`src/rtl/mw_seqread_pkg.sv`:
```
// Package: shared types, opcode and reset contents for the sequential read engine.
// Assumes word width of 16 bits and at most 256 words.
package mw_seqread_pkg;

    localparam int WORD_W = 16;
    localparam logic [1:0] OPC_READ = 2'b10;

    typedef enum logic [2:0] {
        DEC_HUNT   = 3'd0,
        DEC_OPC    = 3'd1,
        DEC_ADDR   = 3'd2,
        DEC_STREAM = 3'd3,
        DEC_SKIP   = 3'd4
    } dec_state_e;

    // Reset content of word idx: upper byte idx^3C, lower byte ~idx.
    function automatic logic [WORD_W-1:0] init_word(input int unsigned idx);
        logic [7:0] i8;
        i8 = 8'(idx);
        return {i8 ^ 8'h3C, ~i8};
    endfunction

endpackage

```
`src/rtl/mw_seqread_decoder.sv`:
```
// Frame decoder: searches for the start bit, collects the opcode and the address,
// then either enters streaming (read) or skips the rest of the frame.
// Assumes bit_stb pulses once per qualified serial clock rise while cs is high.
module mw_seqread_decoder
    import mw_seqread_pkg::*;
#(
    parameter int ADDR_BITS = 6
) (
    input  logic                 clk,
    input  logic                 rst_n,
    input  logic                 cs,
    input  logic                 bit_stb,
    input  logic                 di,
    output logic                 start_rd,
    output logic [ADDR_BITS-1:0] rd_addr,
    output logic                 streaming
);
    localparam int CNT_W = $clog2(ADDR_BITS);

    dec_state_e           state;
    logic [CNT_W-1:0]     cnt;
    logic                 op_hi;
    logic [ADDR_BITS-1:0] addr_sr;
    logic                 last_addr_bit;

    // Last address bit arriving on this strobe.
    assign last_addr_bit = (state == DEC_ADDR) && (cnt == CNT_W'(ADDR_BITS - 1));
    assign start_rd      = bit_stb && last_addr_bit;
    assign rd_addr       = {addr_sr[ADDR_BITS-2:0], di};
    assign streaming     = (state == DEC_STREAM);

    // Frame state machine, reset by rst_n or by cs going low.
    always_ff @(posedge clk) begin
        if (!rst_n || !cs) begin
            state   <= DEC_HUNT;
            cnt     <= '0;
            op_hi   <= 1'b0;
            addr_sr <= '0;
        end else if (bit_stb) begin
            case (state)
                DEC_HUNT: begin
                    if (di) begin
                        state <= DEC_OPC;
                        cnt   <= '0;
                    end
                end
                DEC_OPC: begin
                    if (cnt == '0) begin
                        op_hi <= di;
                        cnt   <= CNT_W'(1);
                    end else begin
                        cnt <= '0;
                        if ({op_hi, di} == OPC_READ) begin
                            state <= DEC_ADDR;
                        end else begin
                            state <= DEC_SKIP;
                        end
                    end
                end
                DEC_ADDR: begin
                    addr_sr <= {addr_sr[ADDR_BITS-2:0], di};
                    cnt     <= cnt + CNT_W'(1);
                    if (last_addr_bit) begin
                        state <= DEC_STREAM;
                    end
                end
                DEC_STREAM: state <= DEC_STREAM;
                DEC_SKIP:   state <= DEC_SKIP;
                default:    state <= DEC_HUNT;
            endcase
        end
    end

endmodule

```
`src/rtl/mw_seqread_array.sv`:
```
// Register-file model of the word store. Every word is preset at reset to a
// computed pattern; the block has no write path. One combinational read port.
// Assumes WORDS is a power of two.
module mw_seqread_array
    import mw_seqread_pkg::*;
#(
    parameter int WORDS = 64,
    parameter int IDX_W = $clog2(WORDS)
) (
    input  logic              clk,
    input  logic              rst_n,
    input  logic [IDX_W-1:0]  rd_idx,
    output logic [WORD_W-1:0] rd_word
);
    logic [WORD_W-1:0] mem [WORDS];

    for (genvar g = 0; g < WORDS; g++) begin : g_word
        // Preset word g at reset; hold afterwards.
        always_ff @(posedge clk) begin
            if (!rst_n) begin
                mem[g] <= init_word(g);
            end
        end
    end

    // Asynchronous read of the selected word.
    assign rd_word = mem[rd_idx];

endmodule

```
`src/rtl/mw_seqread_shifter.sv`:
```
// Shift-out stage: loads the first word with a zero dummy bit, then shifts
// one bit per strobe and reloads the next word (wrapping) after bit 0.
// Assumes load and shift never pulse in the same cycle.
module mw_seqread_shifter
    import mw_seqread_pkg::*;
#(
    parameter int IDX_W = 6
) (
    input  logic              clk,
    input  logic              rst_n,
    input  logic              cs,
    input  logic              load,
    input  logic [IDX_W-1:0]  load_idx,
    input  logic              shift,
    input  logic [WORD_W-1:0] word_in,
    output logic [IDX_W-1:0]  rd_idx,
    output logic              dout,
    output logic              oe
);
    logic [WORD_W-1:0] shreg;
    logic [3:0]        bitcnt;
    logic [IDX_W-1:0]  ptr;

    // Read port address: the command address on load, else the next pointer.
    assign rd_idx = load ? load_idx : ptr;

    // Output shift register, bit counter and word pointer.
    always_ff @(posedge clk) begin
        if (!rst_n) begin
            shreg  <= '0;
            bitcnt <= '0;
            ptr    <= '0;
            dout   <= 1'b0;
            oe     <= 1'b0;
        end else if (!cs) begin
            oe <= 1'b0;
        end else if (load) begin
            shreg  <= word_in;
            ptr    <= load_idx + IDX_W'(1);
            bitcnt <= '0;
            dout   <= 1'b0;
            oe     <= 1'b1;
        end else if (shift) begin
            dout   <= shreg[WORD_W-1];
            bitcnt <= bitcnt + 4'd1;
            if (bitcnt == 4'd15) begin
                shreg <= word_in;
                ptr   <= ptr + IDX_W'(1);
            end else begin
                shreg <= {shreg[WORD_W-2:0], 1'b0};
            end
        end
    end

endmodule

```
`src/rtl/mw_seqread_top.sv`:
```
// Top of the sequential read engine: detects serial clock rises on clk,
// decodes frames, and streams words from the register file on do_o.
// Assumes sk, cs and di are synchronous to clk and sk levels last >= 1 clk.
module mw_seqread_top
    import mw_seqread_pkg::*;
#(
    parameter int WORDS = 64
) (
    input  logic clk,
    input  logic rst_n,
    input  logic cs,
    input  logic sk,
    input  logic di,
    output logic do_o,
    output logic do_oe
);
    localparam int IDX_W     = $clog2(WORDS);
    localparam int ADDR_BITS = (WORDS <= 64) ? 6 : 8;

    logic                 sk_q;
    logic                 bit_stb;
    logic                 start_rd;
    logic [ADDR_BITS-1:0] cmd_addr;
    logic                 streaming;
    logic [IDX_W-1:0]     rd_idx;
    logic [WORD_W-1:0]    rd_word;

    // Previous serial clock level for edge detection.
    always_ff @(posedge clk) begin
        if (!rst_n) begin
            sk_q <= 1'b0;
        end else begin
            sk_q <= sk;
        end
    end

    assign bit_stb = cs && sk && !sk_q;

    mw_seqread_decoder #(.ADDR_BITS(ADDR_BITS)) dec_i (
        .clk       (clk),
        .rst_n     (rst_n),
        .cs        (cs),
        .bit_stb   (bit_stb),
        .di        (di),
        .start_rd  (start_rd),
        .rd_addr   (cmd_addr),
        .streaming (streaming)
    );

    mw_seqread_array #(.WORDS(WORDS), .IDX_W(IDX_W)) arr_i (
        .clk     (clk),
        .rst_n   (rst_n),
        .rd_idx  (rd_idx),
        .rd_word (rd_word)
    );

    mw_seqread_shifter #(.IDX_W(IDX_W)) shf_i (
        .clk      (clk),
        .rst_n    (rst_n),
        .cs       (cs),
        .load     (start_rd),
        .load_idx (cmd_addr[IDX_W-1:0]),
        .shift    (bit_stb && streaming),
        .word_in  (rd_word),
        .rd_idx   (rd_idx),
        .dout     (do_o),
        .oe       (do_oe)
    );

endmodule

```
`config.mk`:
```
export PLATFORM = sky130hd
export DESIGN_NAME = mw_seqread_top
export DESIGN_NICKNAME = d
export VERILOG_FILES = /design/src/rtl/mw_seqread_pkg.sv /design/src/rtl/mw_seqread_decoder.sv /design/src/rtl/mw_seqread_array.sv /design/src/rtl/mw_seqread_shifter.sv /design/src/rtl/mw_seqread_top.sv
export SDC_FILE = /design/constraint.sdc
export NUM_CORES = 1
export LEC_CHECK = 0
export BUFFER_PORTS_ARGS = -buffer_cell sky130_fd_sc_hd__clkbuf_2
export CAP_MARGIN = 20
export CORE_MARGIN = 2
export CORE_UTILIZATION = 50
export DETAILED_ROUTE_END_ITERATION = 10
export GPL_ROUTABILITY_DRIVEN = 0
export PLACE_DENSITY = 0.77
export SYNTH_ARGS = -nofsm -noshare
export SYNTH_HDL_FRONTEND = slang
export SYNTH_SLANG_ARGS = --single-unit
```
`constraint.sdc`:
```
create_clock -name clk -period 2.3 [get_ports clk]
set_clock_uncertainty 0.2 [all_clocks]
set_input_delay 0.46 -clock clk [delete_from_list [all_inputs] [get_ports clk]]
set_output_delay 0.46 -clock clk [all_outputs]
set_load 0.01 [all_outputs]
```
After elaboration in Yosys (flattened, before gate mapping). Memory sizes are Yosys's and may differ from the RTL's. Cells that the tools add are included.

Memories kept: 1. Bits of input ports: 5. Flip-flop bits (word level): 41. Logic and storage cells: 66. Bits in writable memories: 768.

Add/subtract/negate cells: 4. Multiplexer cells: 20. Reductions and logical operators: 21. Equality and inequality tests: 10.

Memory list: arr_i.mem (depth 64, width 12, rd ports 1, clocked after Yosys merged registers in 0, wr ports 64, line mw_seqread_array.sv:15) `logic [WORD_W-1:0] mem [WORDS];`.

Operators by type and width (number): $mux 16 (3); $mux 6 (4); $mux 3 (5); $pmux 3 s5 (1); $add 6x1->6 const B (2); $pmux 3 s3 (1); $reduce_and 3->1 (3); $mux 4 (2); $eq 3x2->1 const B (2); $eq 3x3->1 const B (2); $logic_not 3->1 (2); $reduce_and 2->1 (3); $logic_and 1x1->1 (5); $add 4x1->4 const B (1); $eq 4x4->1 const B (1); $mux 1 (4); $ne 2x2->1 const B (2); $reduce_and 4->1 (1); $reduce_bool 2->1 (2); $add 3x1->3 const B (1); $eq 3x1->1 const B (1); $logic_not 1->1 (3); $reduce_bool 3->1 (1); $eq 2x2->1 const B (1); 2 further kinds (2).

Logic depth before layout (Yosys ltp). An unclocked memory read counts as a cell.

Depth in word-level cells: 8. Mapped depth: 12. Mapped depth without buffers: 11.

Cells and area by module. A second synthesis with hierarchy kept.

Cells, all modules: 247. Area, all modules: 2298.5 um^2.

By module, submodules not included: mw_seqread_shifter (cells each 152, sequential area each 560.5 um^2, instances 1, area each 1433.9 um^2); mw_seqread_decoder (cells each 73, sequential area each 240.2 um^2, instances 1, area each 713.2 um^2); mw_seqread_array (cells each 18, sequential area each 0.0 um^2, instances 1, area each 105.1 um^2); mw_seqread_top (cells each 4, sequential area each 20.0 um^2, instances 1, area each 46.3 um^2).

Least setup slack after synthesis. No wires, ideal clock.

Path kind: register to register. From: register dec_i.state[2]. To: register shf_i.ptr[4]. Setup time: 0.120 ns. Data required time: 1.980 ns. Slack: -0.028 ns. Cell stages (with the launch flop): 12. Data arrival time: 2.007 ns. Cell sequence: dfxtp_1 -> buf_6 -> or3b_4 -> nor3_2 -> buf_2 -> nand2_1 -> nand2_1 -> ha_1 -> nand3_1 -> xnor2_1 -> a21oi_1 -> o22ai_1.

Word-level cells in the longest chain between the ends: 5. Elaborated cells between the ends (all ways): 9. Classes of those cells: eq/ne (2); mux (1); reduce/logical (6).

RTL lines: start, declared (line mw_seqread_decoder.sv:20) `dec_state_e state;`; start signal, assigned (line mw_seqread_decoder.sv:35) `state <= DEC_HUNT;`; start signal, assigned (line mw_seqread_decoder.sv:43) `state <= DEC_OPC;`; start signal, assigned (line mw_seqread_decoder.sv:54) `state <= DEC_ADDR;`; $eq 3x2->1 (line mw_seqread_decoder.sv:27) `assign last_addr_bit = (state == DEC_ADDR) && (cnt == CNT_W'(ADDR_BITS - 1));`; $logic_and 1x1->1 (line mw_seqread_decoder.sv:27); $logic_and 1x1->1 (line mw_seqread_decoder.sv:28) `assign start_rd = bit_stb && last_addr_bit;`; $reduce_bool 2->1 (no line); $reduce_and 3->1 (no line); end signal, assigned (line mw_seqread_shifter.sv:39) `ptr <= load_idx + IDX_W'(1);`; end signal, assigned (line mw_seqread_shifter.sv:48) `ptr <= ptr + IDX_W'(1);`; end, declared (line mw_seqread_shifter.sv:22) `logic [IDX_W-1:0] ptr;`.

Parallel ways exist; a longest one is shown, timed or not. A chain may end at the register's enable or synchronous reset.

Worst setup path in the final report. Same ends and word-level chain as after synthesis.

==> results.md <==
Floorplan:
- The total area inside the core boundary comes to 4030 um^2.
- The number of top-level pins is 7.
- The floorplan row count is 23.
- The floorplan step set the die height to 68.9 um.
- The die covers 4740 um^2.
- The die width is 68.9 um.
- For this configuration, the core starts out at a cell density of 52.2%.

Synth:
- After synthesis, the netlist uses 51 different library cells.
- The async set or reset register ratio after synthesis is 0%.
- After synthesis, the largest area contributor takes up 39.0% of total cell area.
- The sequential share of the synthesized area is 39.0%.
- Counting flops with a built-in enable in the synthesized netlist gives 0.
- The post-synth design cell area is 2100 um^2.
- By area the synthesized netlist is led by dfxtp_1, a21oi_1, nand2_1.
- The count of warnings emitted by yosys is 0.
- When the netlist entered floorplanning its net count stood at 270.
- The synthesized area per cell is 8.09 um^2.
- The most area-hungry cell type in the Yosys netlist is dfxtp_1.
- Synthesis produced a netlist whose cell count is 260.
- For this run, the leading register cell type out of synthesis is dfxtp_1.
- Counting flops and latches in the post-synthesis netlist gives 41.

CTS:
- TritonCTS created 5 clock buffers.
- The CTS root buffer is clkbuf_8.
- In this run, post-CTS hold repair placed 0 buffers.
- The largest buffer count on any clock path is 2.
- The CTS sink count is 41.
- The worst-skew pair later-pin latency is 310 ps.
- The TritonCTS clock tree is built.
- The total number of H-tree levels is 2.
- Clock-pin slew was measured on the worst setup and hold paths at 80 ps.

Routing:
- After detailed routing, the number of vias per cell comes to 5.91.
- After detailed routing, the average wire length per cell comes to 14.2 um.
- After detailed routing, the number of remaining DRC violations is 0.
- The detailed router finished its first iteration with 136 violations.
- In this run the remaining antenna-violating nets after routing total 0.
- The aggregate routed wire length is 4.60 mm.
- The total number of vias is 1915.
- The number of detailed-routing iterations run before antenna repair is 4.

Timing:
- Dividing the final minimum period by the clock period gives 95.1%.
- The timing-limited maximum frequency is 0.457 GHz.
- The tightest slew margin relative to the limit is 68.8%.
- The aggregate negative setup slack is 0 ps.
- The max-slew violation total from the final report is 0.
- Setup violations remaining at the end of the flow were counted as 0.
- The final count of hold timing violations came to 0.
- The minimum clock period after layout is 2190 ps.
- The slew at the pin closest to its max-slew limit is 467 ps.

Cells and area:
- The growth of design area from synthesis to finish is 12.2%.
- After routing the design area is 2360 um^2.
- The fraction of final layout cells with drive strength greater than 1 is 16.1%.
- The number of nets in the final layout is 283.
- Excluding fillers, the count of instances in the completed layout stands at 324.
- The number of antenna diodes in the final layout is 0.
- The share of the core filled with cells is 58.6%.

Global routing:
- After global routing the overflow that remains totals 0.
- The initial antenna violation count is 0.
- The largest net degree at the start of global routing is 32.
- The via count of the first global-routing pass is 1643.
- The wire length of the first global-routing pass is 7.27 mm.
- In the global route stage, overall resource usage came out at 20.5%.

Worst setup path:
- The kind of start point of the critical path is a flip-flop.
- The biggest cell delay along the critical path is 440 ps.
- The endpoint class of the critical path is a flip-flop.
- Traced cell by cell, the critical path runs through or3b_4 -> nor3_4 -> nand2_1 -> nand2_1 -> ha_2 -> nand3_1 -> xnor2_1 -> a21oi_1 -> o22ai_1.
- The cell type group with the largest total delay on the critical path is simple AND/OR/NAND/NOR gates.
- Along the worst path, the maximum fanout reaches 5.
- The number of buffers and inverters on the critical path is 0.
- The critical path's slowest cell is or3b_4.
- The critical path is of the reg2reg type.
- The most prevalent standard cell on the critical path is nand2_1.
- For flop-to-flop paths, the worst setup slack is 110 ps.
- The critical path arrival is 2190 ps.
- At the worst endpoint, the required time is 2300 ps.

Hold path:
- The worst hold path belongs to the class in2reg.

Place:
- Input and output buffers added on the ports amount to 6.
- The area of placed instances is 2230 um^2.
- The final HPWL from detailed placement is 3.22 mm.
- In this run, placement finished with an instance count of 315.

Pwr:
- The leakage power is 0.878 nW.
- The total power is 1.30 mW.
- IR analysis of the VDD net gives a maximum drop of 0.341 mV.
- The power density normalized to cell area is 553 nW/um^2.

Job:
- Across the run, the number of max-cap violations was 0.

Status:
- The flow ran to the end, and the final reports show no timing, DRC or antenna violations.
path summary, 6_finish.rpt:
kind | startpoint | to | cells after the start
max | dec_i.state[2] | shf_i.ptr[4] | 9
min | sk | sk_q | 2
max reg2reg | dec_i.state[2] | shf_i.ptr[4] | 9
min reg2reg | shf_i.shreg[0] | shf_i.shreg[0] | 2
registers in the layout, indices dropped and copies added (netlist names):
name           flops
shf_i.oe           1
shf_i.ptr          6
sk_q               1
dec_i.state        3
dec_i.addr_sr      5
dec_i.op_hi        1
shf_i.dout         1
shf_i.shreg       16
shf_i.bitcnt       4
dec_i.cnt          3
cell usage after synthesis (4+ instances only):
library cell / number
nor3b_1: 4
o21ai_0: 21
a21boi_0: 4
or3_1: 6
and2_1: 5
clkbuf_1: 10
a21oi_1: 27
dfxtp_1: 41
nand2_1: 33
ha_1: 5
nor3_1: 5
nor2b_1: 7
nand3_1: 12
nor2_1: 26
through the flow:
step | worst slack, ps | hold slack (ps)
5_1_grt | -16.7 | 214
3_3_place_gp | 200 | 248
3_5_place_dp | 115 | 256
4_1_cts | 72.9 | 203
6_report | 113 | 197
2_1_floorplan | 15.9 | 235
metal layers:
metal / part of all wire (%) / wire length (um) / vias up / global-route usage [%]
li1: - / - / 953 / -
met1: 46 / 2110 / 894 / 26.2
met2: 46 / 2110 / 56 / 33.5
met3: 5.8 / 268 / 12 / 5.03
met4: 2.3 / 108 / 0 / 7.60
met5: 0 / 0 / - / 0
power by group:
part	internal, mW	leakage, nW	switching [mW]	total (mW)
clock network	0.277	0.0549	0.267	0.545
logic	0.0173	0.493	0.0309	0.0482
registers	0.711	0.330	0.000839	0.711
cell families (layout without fill, tap and decap cells):
family                     after synthesis  in the layout  share of synthesized area [%]
muxes                                    2              2                          0.952
DFF                                     41             41                           39.0
adders and majority gates                5              5                           2.97
xor gates and xnor gates                 3              3                           1.25
AOI/OAI and AO/OA                       77             77                           23.9
and+or+nand+nor                        113            113                           27.5
buffers and inverters                   19             33                           4.46
timing repair:
| action | in CTS | in global routing |
|---|---|---|
| setup buffers | 0 | 1 |
| endpoints found under the setup margin | 0 | 2 |
| gates resized for setup | 0 | 4 |
placed cells by master (no fill, tap or decap), types with 3 or more instances in the layout:
cell type / n
a211oi_1: 3
a21boi_0: 4
a21oi_1: 27
a22oi_1: 3
and2_1: 5
buf_4: 16
clkbuf_2: 6
clkbuf_8: 7
dfxtp_1: 41
ha_1: 4
inv_1: 3
nand2_1: 32
nand3_1: 11
nor2_1: 26
nor2b_1: 7
nor3_1: 4
nor3b_1: 4
o21ai_0: 21
or3_1: 6
cell type report:
type / instances / area (um^2)
Clock buffer: 7 / 96.3
Clock inverter: 1 / 8.76
Fill cell: 389 / 1670
Inverter: 3 / 11.3
Multi-Input combinational cell: 200 / 1210
Sequential cell: 41 / 821
Tap cell: 50 / 62.6
Timing Repair Buffer: 22 / 150
worst register-to-register path, stage by stage, from the launching register on:
cell and delay [ps]:
dfxtp_1 310, or3b_4 440, nor3_4 230, nand2_1 90, nand2_1 90, ha_2 210, nand3_1 110, xnor2_1 160
a21oi_1 150, o22ai_1 90
Power figures use the tool's default switching activity.
